**src/rtl/i2cq_pkg.sv**
```systemverilog
package i2cq_pkg;

  localparam int unsigned IRQ_N = 4;

  // bit positions of the interrupt vector
  typedef enum logic [1:0] {
    IRQ_RXTH = 2'd0,
    IRQ_TXTH = 2'd1,
    IRQ_OVF  = 2'd2,
    IRQ_UNF  = 2'd3
  } irq_idx_e;

  typedef struct packed {
    logic unf;
    logic ovf;
    logic txth;
    logic rxth;
  } irq_vec_t;

endpackage

```
**src/rtl/i2cq_byte_fifo.sv**
```systemverilog
module i2cq_byte_fifo #(
  parameter  int unsigned DW    = 8,
  parameter  int unsigned DEPTH = 8,
  localparam int unsigned PTR_W = (DEPTH > 1) ? $clog2(DEPTH) : 1,
  localparam int unsigned CNT_W = $clog2(DEPTH + 1)
) (
  input  logic             clk,
  input  logic             rst_n,
  input  logic             clear,
  input  logic             push,
  input  logic [DW-1:0]    din,
  input  logic             pop,
  output logic [DW-1:0]    dout,
  output logic [CNT_W-1:0] count,
  output logic             empty,
  output logic             full
);

  logic [DW-1:0]    mem [DEPTH];
  logic [PTR_W-1:0] wr_q, wr_d, rd_q, rd_d;
  logic [CNT_W-1:0] cnt_q, cnt_d;
  logic             push_ok, pop_ok;

  function automatic logic [PTR_W-1:0] ptr_inc(input logic [PTR_W-1:0] p);
    if (p == PTR_W'(DEPTH - 1)) return '0;
    return p + PTR_W'(1);
  endfunction

  assign empty   = (cnt_q == '0);
  assign full    = (cnt_q == CNT_W'(DEPTH));
  assign push_ok = push && !full && !clear;
  assign pop_ok  = pop && !empty && !clear;

  always_comb begin
    wr_d  = wr_q;
    rd_d  = rd_q;
    cnt_d = cnt_q;
    if (clear) begin
      wr_d  = '0;
      rd_d  = '0;
      cnt_d = '0;
    end else begin
      if (push_ok) wr_d = ptr_inc(wr_q);
      if (pop_ok)  rd_d = ptr_inc(rd_q);
      case ({push_ok, pop_ok})
        2'b10:   cnt_d = cnt_q + CNT_W'(1);
        2'b01:   cnt_d = cnt_q - CNT_W'(1);
        default: cnt_d = cnt_q;
      endcase
    end
  end

  always_ff @(posedge clk or negedge rst_n) begin
    if (!rst_n) begin
      wr_q  <= '0;
      rd_q  <= '0;
      cnt_q <= '0;
    end else begin
      wr_q  <= wr_d;
      rd_q  <= rd_d;
      cnt_q <= cnt_d;
    end
  end

  // storage carries no reset; only the write enable gates it
  always_ff @(posedge clk) begin
    if (push_ok) mem[wr_q] <= din;
  end

  assign dout  = mem[rd_q];
  assign count = cnt_q;

endmodule

```
**src/rtl/i2cq_len_counter.sv**
```systemverilog
module i2cq_len_counter #(
  parameter  int unsigned LEN_W  = 8,
  localparam int unsigned LEFT_W = LEN_W + 1
) (
  input  logic              clk,
  input  logic              rst_n,
  input  logic              load,
  input  logic [LEN_W-1:0]  value,
  input  logic              tick,
  output logic [LEFT_W-1:0] left,
  output logic              done
);

  logic [LEFT_W-1:0] left_q, left_d;
  logic              zero;

  assign zero = (left_q == '0);

  always_comb begin
    left_d = left_q;
    if (load) begin
      // a zero length stands for the largest transfer
      if (value == '0) left_d = LEFT_W'(1) << LEN_W;
      else             left_d = {1'b0, value};
    end else if (tick && !zero) begin
      left_d = left_q - LEFT_W'(1);
    end
  end

  always_ff @(posedge clk or negedge rst_n) begin
    if (!rst_n) left_q <= '0;
    else        left_q <= left_d;
  end

  assign left = left_q;
  assign done = zero;

endmodule

```
**src/rtl/i2cq_flag_unit.sv**
```systemverilog
module i2cq_flag_unit
  import i2cq_pkg::*;
#(
  parameter int unsigned CNT_W = 4,
  parameter int unsigned TH_W  = 4,
  localparam int unsigned CMP_W = (CNT_W > TH_W) ? CNT_W : TH_W
) (
  input  logic             clk,
  input  logic             rst_n,
  input  logic [CNT_W-1:0] rx_count,
  input  logic [CNT_W-1:0] tx_count,
  input  logic [TH_W-1:0]  rx_thresh,
  input  logic [TH_W-1:0]  tx_thresh,
  input  logic             rx_full,
  input  logic             tx_empty,
  input  logic             slv_rx_first_bit,
  input  logic             rx_shift_full,
  input  logic             slv_tx_first_bit,
  input  logic             master_nacked,
  input  logic [1:0]       err_clr,
  input  logic [IRQ_N-1:0] irq_en,
  output logic             rx_thr_flag,
  output logic             tx_thr_flag,
  output logic             rx_ovf_flag,
  output logic             tx_unf_flag,
  output logic [IRQ_N-1:0] irq
);

  logic [CMP_W-1:0] rx_cnt_x, tx_cnt_x, rx_th_x, tx_th_x;
  logic             ovf_q, ovf_d, unf_q, unf_d;
  logic             ovf_set, unf_set;
  irq_vec_t         flags;

  assign rx_cnt_x = CMP_W'(rx_count);
  assign tx_cnt_x = CMP_W'(tx_count);
  assign rx_th_x  = CMP_W'(rx_thresh);
  assign tx_th_x  = CMP_W'(tx_thresh);

  // level flags follow the counts directly, no latching
  assign rx_thr_flag = (rx_cnt_x >= rx_th_x);
  assign tx_thr_flag = (tx_cnt_x <= tx_th_x);

  assign ovf_set = slv_rx_first_bit && rx_full && rx_shift_full;
  assign unf_set = slv_tx_first_bit && tx_empty && !master_nacked;

  always_comb begin
    ovf_d = ovf_q;
    unf_d = unf_q;
    if (err_clr[0]) ovf_d = 1'b0;
    if (err_clr[1]) unf_d = 1'b0;
    if (ovf_set)    ovf_d = 1'b1;
    if (unf_set)    unf_d = 1'b1;
  end

  always_ff @(posedge clk or negedge rst_n) begin
    if (!rst_n) begin
      ovf_q <= 1'b0;
      unf_q <= 1'b0;
    end else begin
      ovf_q <= ovf_d;
      unf_q <= unf_d;
    end
  end

  assign rx_ovf_flag = ovf_q;
  assign tx_unf_flag = unf_q;

  assign flags.rxth = rx_thr_flag;
  assign flags.txth = tx_thr_flag;
  assign flags.ovf  = ovf_q;
  assign flags.unf  = unf_q;

  for (genvar i = 0; i < IRQ_N; i++) begin : g_irq
    assign irq[i] = flags[i] & irq_en[i];
  end

endmodule

```
**src/rtl/i2cq_buffers.sv**
```systemverilog
module i2cq_buffers
  import i2cq_pkg::*;
#(
  parameter  int unsigned DEPTH = 8,
  parameter  int unsigned TH_W  = 4,
  parameter  int unsigned LEN_W = 8,
  localparam int unsigned DW    = 8,
  localparam int unsigned CNT_W = $clog2(DEPTH + 1)
) (
  input  logic             clk,
  input  logic             rst_n,
  input  logic             enable,
  input  logic             cpu_wr,
  input  logic [DW-1:0]    cpu_wdata,
  input  logic             cpu_rd,
  output logic [DW-1:0]    cpu_rdata,
  input  logic             bus_rx_push,
  input  logic [DW-1:0]    bus_rx_data,
  input  logic             bus_tx_pop,
  output logic [DW-1:0]    bus_tx_data,
  input  logic             rx_flush_wr,
  input  logic             tx_flush_wr,
  output logic             rx_flush_busy,
  output logic             tx_flush_busy,
  input  logic [TH_W-1:0]  rx_thresh,
  input  logic [TH_W-1:0]  tx_thresh,
  output logic [CNT_W-1:0] rx_count,
  output logic [CNT_W-1:0] tx_count,
  output logic             rx_empty,
  output logic             rx_full,
  output logic             tx_empty,
  output logic             tx_full,
  output logic             rx_thr_flag,
  output logic             tx_thr_flag,
  input  logic             len_load,
  input  logic [LEN_W-1:0] len_value,
  output logic [LEN_W:0]   bytes_left,
  output logic             len_done,
  input  logic             slv_rx_first_bit,
  input  logic             rx_shift_full,
  input  logic             slv_tx_first_bit,
  input  logic             master_nacked,
  input  logic [1:0]       err_clr,
  output logic             rx_ovf_flag,
  output logic             tx_unf_flag,
  input  logic [IRQ_N-1:0] irq_en,
  output logic [IRQ_N-1:0] irq
);

  logic rx_fl_q, rx_fl_d, tx_fl_q, tx_fl_d;
  logic rx_clear, tx_clear;

  // flush bits: set by a write, consumed on the next edge
  always_comb begin
    rx_fl_d = rx_flush_wr;
    tx_fl_d = tx_flush_wr;
  end

  always_ff @(posedge clk or negedge rst_n) begin
    if (!rst_n) begin
      rx_fl_q <= 1'b0;
      tx_fl_q <= 1'b0;
    end else begin
      rx_fl_q <= rx_fl_d;
      tx_fl_q <= tx_fl_d;
    end
  end

  assign rx_clear      = rx_fl_q | ~enable;
  assign tx_clear      = tx_fl_q;
  assign rx_flush_busy = rx_fl_q;
  assign tx_flush_busy = tx_fl_q;

  i2cq_byte_fifo #(.DW(DW), .DEPTH(DEPTH)) u_txq (
    .clk   (clk),
    .rst_n (rst_n),
    .clear (tx_clear),
    .push  (cpu_wr),
    .din   (cpu_wdata),
    .pop   (bus_tx_pop),
    .dout  (bus_tx_data),
    .count (tx_count),
    .empty (tx_empty),
    .full  (tx_full)
  );

  i2cq_byte_fifo #(.DW(DW), .DEPTH(DEPTH)) u_rxq (
    .clk   (clk),
    .rst_n (rst_n),
    .clear (rx_clear),
    .push  (bus_rx_push),
    .din   (bus_rx_data),
    .pop   (cpu_rd),
    .dout  (cpu_rdata),
    .count (rx_count),
    .empty (rx_empty),
    .full  (rx_full)
  );

  i2cq_len_counter #(.LEN_W(LEN_W)) u_len (
    .clk   (clk),
    .rst_n (rst_n),
    .load  (len_load),
    .value (len_value),
    .tick  (bus_rx_push),
    .left  (bytes_left),
    .done  (len_done)
  );

  i2cq_flag_unit #(.CNT_W(CNT_W), .TH_W(TH_W)) u_flags (
    .clk              (clk),
    .rst_n            (rst_n),
    .rx_count         (rx_count),
    .tx_count         (tx_count),
    .rx_thresh        (rx_thresh),
    .tx_thresh        (tx_thresh),
    .rx_full          (rx_full),
    .tx_empty         (tx_empty),
    .slv_rx_first_bit (slv_rx_first_bit),
    .rx_shift_full    (rx_shift_full),
    .slv_tx_first_bit (slv_tx_first_bit),
    .master_nacked    (master_nacked),
    .err_clr          (err_clr),
    .irq_en           (irq_en),
    .rx_thr_flag      (rx_thr_flag),
    .tx_thr_flag      (tx_thr_flag),
    .rx_ovf_flag      (rx_ovf_flag),
    .tx_unf_flag      (tx_unf_flag),
    .irq              (irq)
  );

endmodule

```
**config.mk**
```make
export PLATFORM = sky130hd
export DESIGN_NAME = i2cq_buffers
export DESIGN_NICKNAME = d
export VERILOG_FILES = /design/src/rtl/i2cq_pkg.sv /design/src/rtl/i2cq_byte_fifo.sv /design/src/rtl/i2cq_len_counter.sv /design/src/rtl/i2cq_flag_unit.sv /design/src/rtl/i2cq_buffers.sv
export SDC_FILE = /design/constraint.sdc
export NUM_CORES = 1
export LEC_CHECK = 0
export BUFFER_PORTS_ARGS = -buffer_cell sky130_fd_sc_hd__buf_2
export CORE_ASPECT_RATIO = 0.7
export CORE_MARGIN = 4
export CORE_UTILIZATION = 30
export CTS_BUF_LIST = sky130_fd_sc_hd__clkbuf_4 sky130_fd_sc_hd__clkbuf_8
export DETAILED_ROUTE_END_ITERATION = 12
export MAX_ROUTING_LAYER = met4
export PLACE_DENSITY = 0.51
export SLEW_MARGIN = 5
export SYNTH_ARGS = -nofsm -noshare
export SYNTH_HDL_FRONTEND = slang
export SYNTH_SLANG_ARGS = --single-unit
```
**constraint.sdc**
```tcl
create_clock -name clk -period 5.6 [get_ports clk]
set_clock_uncertainty 0.1 [all_clocks]
set_input_delay 1.12 -clock clk [delete_from_list [all_inputs] [get_ports clk]]
set_output_delay 1.12 -clock clk [all_outputs]
set_load 0.01 [all_outputs]
```
==> run_results.csv, run 1 <==
group,metric,value,unit
timing,relSlewSlack,23.7,%
setup_path,critPathMaxFanout,19,
clock_network,clk_latency,0.44,ns
place,dp_hpwl,10.0,mm
detailed_routing,first_pass_iters,4,
finish,multi_input_area,2250,um2
min_path,hp-start,"u_flags.rx_ovf_flag",
floorplan,die_w,191,um
timing,worst_pin_slew,1.14,ns
timing,fin_ws,1.79,ns
pwr,ir_drop,0.000136,V
finish,fillerInstances,2226,
timing,hold_violations,0,
global_route,grt_max_degree,34,
setup_path,crit_arrival,2.59,ns
floorplan,start_util,30.9,%
pwr,p_leak,3.13,nW
clock_network,clock_sinks,161,
setup_path,critical_path_class,"flop to output pin",
timing,tns,0,ns
clock_network,postCtsHoldBufs,0,
pwr,powerDensity,343,nW/um2
timing,period_needed,3.81,ns
setup_path,reg2reg_from,"u_rxq.count[1]",
floorplan,die_area,26100,um2
clock_network,clk_pin_slew,0.08,ns
timing,max_freq,263,MHz
global_route,gr-total-overflow,0,
clock_network,cts-resized-gates,0,
detailed_routing,wire_per_inst,17.0,um
floorplan,coreArea,22900,um2
yosys,syn-num-nets,514,
yosys,synth-seq-cells,161,
yosys,ys_seq_area_share,66.0,%
timing,rsz0062_at_grt,"no",
yosys,ys_warn_count,0,
yosys,ys_types,50,
detailed_routing,remaining_drc_errors,0,
timing,setup_viol,0,
global_route,grt_usage,12.3,%
clock_network,cts_setup_buffers,0,
outcome,outcome,"complete, no violations",
timing,finalMaxSlewViolations,0,
detailed_routing,drt_iter0_drc,309,
yosys,syn_area,7070,um2
floorplan,ios,100,
floorplan,die_height,136,um
global_route,antenna_found_initial,0,
detailed_routing,drt_wl_total,14.8,mm
clock_network,ctsHtreeMaxLevel,4,
min_path,hold_path.class,"flop to flop",
timing,finalCritPeriodShare,68.0,%
clock_network,cts_tree,"yes",
clock_network,clock_path_buffers,2,
clock_network,root_buffer,"clkbuf_8",
finish,layout_common_cells,"128 x edfxtp_1, 99 x buf_2, 33 x dfrtp_1",
setup_path,cp-end-kind,"output pin",
detailed_routing,via_count,4089,
yosys,syn-mean-instance-area,16.1,um2
floorplan,num_rows,46,
setup_path,worst_ep_required_time,4.38,ns
job,maxCapViolCount,0,
setup_path,cp-start-kind,"flop",
finish,seq_area,4670,um2
place,place.gp.congestion,0.778,
finish,nets,617,
global_route,grt_pass1_vias,4313,
detailed_routing,via_per_inst,4.72,
clock_network,numCtsBuffers,17,
detailed_routing,ant_nets,0,
global_route,grt_pass1_wl,23.7,mm
finish,antennaDiodeCount,0,
place,dp_slack,1.92,ns
place,numPortBuffers,99,
finish,area.growth.synth_to_final,17.5,%
finish,final_common_cell,"edfxtp_1",
setup_path,critPathLaunch,"u_rxq.rd_q[0]",
finish,drive_above_1_share,34.4,%
yosys,synthCells,440,
[critical path, stage by stage, from the launching register on]
cell and delay, ns:
dfrtp_1 1.11, mux4_2 0.62, mux2_2 0.28, buf_2 0.14
[metrics by stage]
stage	utilization (%)	instance area (um2)	std cells	hold WS (ns)	total power, W
finish	36.3	8310	867	0.446	0.00285
global route	36.3	8310	867	0.480	0.00301
CTS	36.3	8310	867	0.449	0.00290
detailed placement	34.5	7900	836	0.437	0.00200
global placement	34.5	7900	836	0.424	0.00198
floorplan	-	7070	440	0.434	0.00182
[power by group]
| group | leakage [nW] | switching, W | internal, W |
|---|---|---|---|
| Sequential | 1.59 | 0.0000942 | 0.00134 |
| Combinational | 1.34 | 0.000257 | 0.000273 |
| Clock | 0.201 | 0.000434 | 0.000452 |
| Total | 3.13 | 0.000786 | 0.00206 |
[cell type report]
cell class / instances / area share, %
repair buffers: 102 / 6.24
flip-flops and latches: 161 / 56.2
clock inverters: 12 / 1.90
multi-input cells: 242 / 27.1
well taps: 312 / 4.70
clock buffers: 19 / 3.00
inverters: 19 / 0.859
[per-layer routing]
| layer | vias up | wire length (um) | track usage, % | share of wire (%) |
|---|---|---|---|---|
| met5 | - | 0 | - | 0 |
| met4 | 0 | 196 | 3.71 | 1.3 |
| met3 | 16 | 594 | 2.95 | 4.0 |
| met2 | 99 | 6810 | 18.2 | 46 |
| met1 | 2065 | 7180 | 16.8 | 49 |
| li1 | 1909 | - | - | - |
[registers in the layout, indices dropped and copies added, names as in the netlist]
signal,flops
tx_flush_busy,1
u_flags.tx_unf_flag,1
u_rxq.rd_q,3
rx_flush_busy,1
u_rxq.mem,64
u_txq.count,4
u_txq.rd_q,3
u_txq.mem,64
u_len.left,9
u_rxq.wr_q,3
u_rxq.count,4
u_txq.wr_q,3
u_flags.rx_ovf_flag,1
[worst paths after layout]
| path | to | slack (ns) | cells after the start |
|---|---|---|---|
| setup / recovery | cpu_rdata[4] | 1.79 | 3 |
| hold / removal | u_flags.rx_ovf_flag | 0.45 | 2 |
| setup reg to reg | u_rxq.count[3] | 2.57 | 10 |
| hold reg to reg | u_flags.rx_ovf_flag | 0.45 | 2 |
| max in group asynchronous | u_txq.rd_q[2] | 4.23 | 1 |
| min in group asynchronous | u_len.left[8] | 0.66 | 1 |
[logic make-up after synthesis]
| group | Yosys count | share of synthesized area, % |
|---|---|---|
| xor gates and xnor gates | 9 | 1.11 |
| DFF | 161 | 66.0 |
| and+or+nand+nor | 103 | 7.40 |
| muxes | 55 | 13.7 |
| buffers and inverters | 37 | 2.28 |
| AOI/OAI and AO/OA | 53 | 5.43 |
| adders and majority gates | 22 | 4.00 |
[cell usage after synthesis (all sizes together)]
master,count,area share (%)
xnor2,6,0.74
a21oi,19,1.3
xor2,3,0.37
inv,19,1.0
nand3,2,0.14
and3,1,0.089
nand2b,7,0.62
nand3b,3,0.32
mux2i,7,0.99
nor4,5,0.44
nor3,13,0.99
mux2,16,2.5
nor3b,4,0.42
o311a,2,0.30
o21ai,10,0.71
o21a,5,0.53
nand4b,2,0.25
fa,1,0.28
o311ai,1,0.12
mux4,32,10
o31ai,1,0.11
ha,21,3.7
a311oi,1,0.12
nor2,31,1.6
a21o,4,0.42
dfrtp,33,12
a2111oi,2,0.53
or3,3,0.27
and2,5,0.48
buf,11,0.90
a31oi,2,0.18
clkbuf,7,0.37
nand2,23,1.2
nand4,1,0.089
edfxtp,128,54
nor2b,1,0.089
a211oi,3,0.32
a31o,1,0.12
or4b,2,0.34
o41ai,2,0.62
Power figures use the tool's default switching activity.
==> run 2: changes to the inputs <==
PLACE_DENSITY = 0.53   (was 0.51)
clock period = 3.5 ns   (was 5.6 ns; I/O delays follow)
==> run 2 against run 1 <==
Net effect:
- total power is 58% higher
- first-iteration DRC count decreased by 30%
- sequential share of layout area fell by 0.76 points
- combinational power is 70% higher
- register-to-register slack got worse by 2.1 ns
- clock power is 55% higher
==> run_results.csv, run 2 (same netlist as run 1, synthesis figures left out) <==
group,metric,value,unit
clock_network,postCtsHoldBufs,0,
detailed_routing,remaining_drc_errors,0,
global_route,antenna_found_initial,0,
detailed_routing,first_pass_iters,4,
setup_path,cp_top_family,"flip-flops",
detailed_routing,drt_wl_total,14.9,mm
clock_network,clock_sinks,161,
setup_path,ff2ff_path_depth,10,
clock_network,cts_tree,"yes",
floorplan,die_area,26100,um2
clock_network,clk_pin_slew,0.10,ns
finish,nets,634,
finish,antennaDiodeCount,0,
timing,timing.hold.ws,0.234,ns
place,numPortBuffers,99,
finish,final_common_cell,"edfxtp_1",
pwr,ir_drop,0.000215,V
clock_network,clk_latency,0.44,ns
clock_network,clock_path_buffers,2,
setup_path,reg2reg_from,"u_rxq.count[1]",
setup_path,max_stage_delay,0.61,ns
setup_path,cp_slowest_cell,"dfrtp_1",
clock_network,root_buffer,"clkbuf_8",
global_route,grt_pass1_wl,23.6,mm
place,place.gp.congestion,0.823,
floorplan,num_rows,46,
setup_path,path_buf_inv,1,
job,maxCapViolCount,0,
pwr,total_power,0.00451,W
detailed_routing,drt_iter0_drc,217,
timing,tns,0,ns
setup_path,cp-end-kind,"output pin",
timing,worst_pin_slew,0.907,ns
detailed_routing,wire_per_inst,16.9,um
setup_path,worst_ep_required_time,2.70,ns
timing,setup_viol,0,
floorplan,die_w,191,um
clock_network,numCtsBuffers,17,
min_path,hold_path.class,"input pin to async pin",
timing,rsz0062_at_grt,"no",
global_route,grt_pass1_vias,4403,
timing,finalMaxSlewViolations,0,
timing,relSlewSlack,39.3,%
global_route,grt_max_degree,34,
finish,fillerInstances,2225,
clock_network,cts_setup_buffers,0,
detailed_routing,via_per_inst,4.67,
timing,period_needed,3.15,ns
clock_network,cts-resized-gates,0,
finish,drive_above_1_share,36.1,%
floorplan,start_util,30.9,%
finish,layout_common_cells,"128 x edfxtp_1, 99 x buf_2, 33 x dfrtp_1",
finish,area.growth.synth_to_final,19.1,%
place,dp_hpwl,10.3,mm
setup_path,cpMostUsedCell,"o21a_1",
clock_network,ctsHtreeMaxLevel,4,
floorplan,ios,100,
setup_path,crit_arrival,2.35,ns
timing,max_freq,317,MHz
global_route,gr-total-overflow,0,
setup_path,critical_path_class,"flop to output pin",
place,dp.cells,853,
global_route,grt_usage,12.2,%
setup_path,critPathMaxFanout,11,
setup_path,path_cells,"ha_1, nor2b_1, o21a_1, o21a_1, o21ai_0, and2_1, buf_2",
outcome,outcome,"complete, no violations",
floorplan,die_height,136,um
setup_path,cp-start-kind,"flop",
floorplan,coreArea,22900,um2
detailed_routing,via_count,4131,
pwr,powerDensity,536,nW/um2
timing,finalCritPeriodShare,90.1,%
pwr,p_leak,3.20,nW
setup_path,regToRegSetupSlack,0.52,ns
setup_path,r2r_end,"u_rxq.count[3]",
detailed_routing,ant_nets,0,
timing,hold_violations,0,
finish,final_cells,885,
[run 2: report_power, final]
| part | leakage (nW) | switching (W) | internal (W) | total [W] |
|---|---|---|---|---|
| clock | 0.194 | 0.000768 | 0.000597 | 0.00137 |
| sequential | 1.59 | 0.000105 | 0.00214 | 0.00224 |
| combinational | 1.42 | 0.000461 | 0.000442 | 0.000903 |
| total | 3.20 | 0.00133 | 0.00318 | 0.00451 |
[run 2: worst max path at each step]
stage	start	slack, ns	depth (start not counted)	to
after global placement	u_rxq.count[1]	0.58	10	u_rxq.count[3]
final	u_txq.count[1]	0.35	7	irq[1]
after detailed placement	u_rxq.count[1]	0.52	10	u_rxq.count[3]
after CTS	u_txq.count[1]	0.32	7	irq[1]
after global routing	u_txq.count[1]	0.18	7	irq[1]
after floorplan	u_rxq.count[0]	0.61	11	u_rxq.count[3]
[run 2: final cells by class]
type | instances | area [um2] | share of cell area (%)
clock inverter | 15 | 169 | 2.01
sequential | 161 | 4670 | 55.5
tap | 312 | 390 | 4.64
clock buffer | 17 | 234 | 2.78
timing repair buffer | 119 | 646 | 7.67
multi-input combinational | 242 | 2240 | 26.6
inverter | 19 | 71.3 | 0.847
[run 2: per-layer routing]
metal	routed length [um]	vias up	global-route usage, %
met1	7090	2094	16.1
li1	-	1945	-
met2	7190	84	18.9
met5	0	-	-
met4	110	0	2.83
met3	551	8	3.52
[run 2: through the flow]
| step | utilization (%) | area [um2] | setup WS, ns |
|---|---|---|---|
| final | 36.8 | 8420 | 0.347 |
| after global routing | 36.8 | 8420 | 0.179 |
| after CTS | 36.8 | 8420 | 0.324 |
| after detailed placement | 35.0 | 8020 | 0.518 |
| after global placement | 35.0 | 8020 | 0.581 |
| after floorplan | - | 7070 | 0.611 |
==> run 3: changes to the inputs <==
PLACE_DENSITY = 0.51   (was 0.53)
clock period = 3.3 ns   (was 3.5 ns; I/O delays follow)
==> run 3 against run 2 <==
Net effect:
- sequential power increased by 6%
- clock-buffer cell count stayed put
- highest routed layer unchanged
- sequential cell count did not move
- register-to-register slack got worse by 0.10 ns
- final cell count is 0.56% higher
- first-iteration DRC count shrank 26%
- global-route usage increased by 0.24 points
- die area stayed put
- sequential share of layout area fell by 0.18 points
==> run_results.csv, run 3 (same netlist as run 1, synthesis figures left out) <==
group,metric,value,unit
outcome,outcome,"complete, no violations",
clock_network,postCtsHoldBufs,0,
finish,seq_area,4670,um2
timing,period_needed,3.02,ns
setup_path,critPathMaxFanout,11,
global_route,grt_max_degree,34,
pwr,ir_drop,0.000201,V
detailed_routing,via_per_inst,4.69,
clock_network,ctsHtreeMaxLevel,4,
setup_path,worst_ep_required_time,2.54,ns
global_route,grt_pass1_wl,24.0,mm
detailed_routing,drt_wl_total,15.0,mm
clock_network,cts_setup_buffers,0,
setup_path,critical_path_class,"flop to output pin",
clock_network,clk_latency,0.45,ns
setup_path,r2r_end,"u_rxq.count[3]",
setup_path,ff2ff_path_depth,10,
timing,setup_viol,0,
floorplan,start_util,30.9,%
timing,hold_violations,0,
pwr,pwr-share-comb,20.5,%
floorplan,ios,100,
pwr,p_leak,3.22,nW
finish,layout_common_cells,"128 x edfxtp_1, 99 x buf_2, 33 x dfrtp_1",
detailed_routing,wl_met3,658,um
timing,fin_ws,0.277,ns
clock_network,cts_tree,"yes",
finish,multi_input_area,2240,um2
global_route,gr-total-overflow,0,
pwr,powerDensity,561,nW/um2
setup_path,crit_arrival,2.26,ns
place,dp_hpwl,10.3,mm
setup_path,critPathLaunch,"u_txq.count[1]",
floorplan,die_w,191,um
place,place.gp.congestion,0.789,
detailed_routing,remaining_drc_errors,0,
clock_network,clk_pin_slew,0.09,ns
job,maxCapViolCount,0,
timing,finalCritPeriodShare,91.6,%
finish,fillerInstances,2225,
floorplan,die_height,136,um
finish,final_core_util,36.9,%
detailed_routing,wire_per_inst,16.9,um
detailed_routing,wl_met2,7.03,mm
timing,relSlewSlack,48.2,%
pwr,switching_share,28.9,%
global_route,grt_pass1_vias,4445,
clock_network,clock_path_buffers,2,
global_route,grt_usage,12.4,%
place,dpl_cell_area,8060,um2
min_path,hold_path.class,"input pin to async pin",
pwr,total_power,0.00474,W
floorplan,coreArea,22900,um2
pwr,p_sw,0.00137,W
setup_path,cp-start-kind,"flop",
clock_network,clock_sinks,161,
global_route,antenna_found_initial,0,
detailed_routing,wirelength_met1,7.21,mm
floorplan,die_area,26100,um2
pwr,p_clk_share,29.4,%
timing,tns,0,ns
pwr,power.internal,0.00337,W
finish,antennaDiodeCount,0,
setup_path,cp-end-kind,"output pin",
place,numPortBuffers,99,
finish,postLayoutCellArea,8450,um2
finish,final_common_cell,"edfxtp_1",
detailed_routing,via_count,4178,
detailed_routing,drt_iter0_drc,160,
clock_network,numCtsBuffers,17,
finish,drive_above_1_share,36.9,%
timing,rsz0062_at_grt,"no",
timing,max_freq,331,MHz
finish,area.growth.synth_to_final,19.5,%
detailed_routing,first_pass_iters,4,
setup_path,reg2reg_from,"u_rxq.count[3]",
setup_path,regToRegSetupSlack,0.42,ns
detailed_routing,ant_nets,0,
timing,worst_pin_slew,0.776,ns
floorplan,num_rows,46,
clock_network,cts-resized-gates,0,
place,dp_slack,0.470,ns
timing,finalMaxSlewViolations,0,
finish,nets,640,
clock_network,root_buffer,"clkbuf_8",
detailed_routing,top_layer_used,"met4",
pwr,pwr-share-seq,50.2,%
run 3: cell types whose count changed in the layout (fill, tap and decap cells not counted), sizes merged:
cell	before	now
buf	119	125
inv	26	24
clkinvlp	3	4
run 3: worst max-delay path by stage:
| stage | slack (ns) | cells past startpoint | to |
|---|---|---|---|
| 2_1_floorplan | 0.41 | 11 | u_rxq.count[3] |
| 3_3_place_gp | 0.52 | 10 | u_rxq.count[3] |
| 3_5_place_dp | 0.47 | 10 | u_rxq.count[3] |
| 4_1_cts | 0.21 | 7 | irq[1] |
| 5_1_grt | 0.05 | 7 | irq[1] |
| 6_report | 0.28 | 7 | irq[1] |
run 3: through the flow:
step                      instances  hold slack, ns
after floorplan                 440           0.264
after global placement          859           0.422
after detailed placement        859           0.438
after CTS                       890           0.164
after global routing            890           0.165
final                           890           0.181
run 3: worst max-delay path, cell delays in order (launching register included):
cell and delay, ns:
dfrtp_1 0.60, ha_1 0.33, nor2b_1 0.13, o21a_1 0.16
o21a_1 0.15, o21ai_0 0.17, and2_1 0.15, buf_2 0.13
run 3: final cells by class:
class | count | share of cell area, %
clock buffer | 17 | 2.77
clock inverter | 14 | 1.79
inverter | 19 | 0.844
multi-input combinational | 242 | 26.5
sequential | 161 | 55.3
tap | 312 | 4.62
timing repair buffer | 125 | 8.18
run 3: metal layers:
layer	track usage (%)	up-vias
li1	-	1951
met1	16.8	2112
met2	18.8	107
met3	3.08	8
met4	3.51	0
met5	-	-
run 3: power groups by stage:
stage               Combinational [W]  Clock, W  Sequential [W]
finish                       0.000970   0.00139         0.00238
global route                  0.00108   0.00154         0.00239
CTS                          0.000993   0.00145         0.00238
detailed placement           0.000989         0         0.00242
global placement             0.000965         0         0.00241
floorplan                    0.000686         0         0.00240
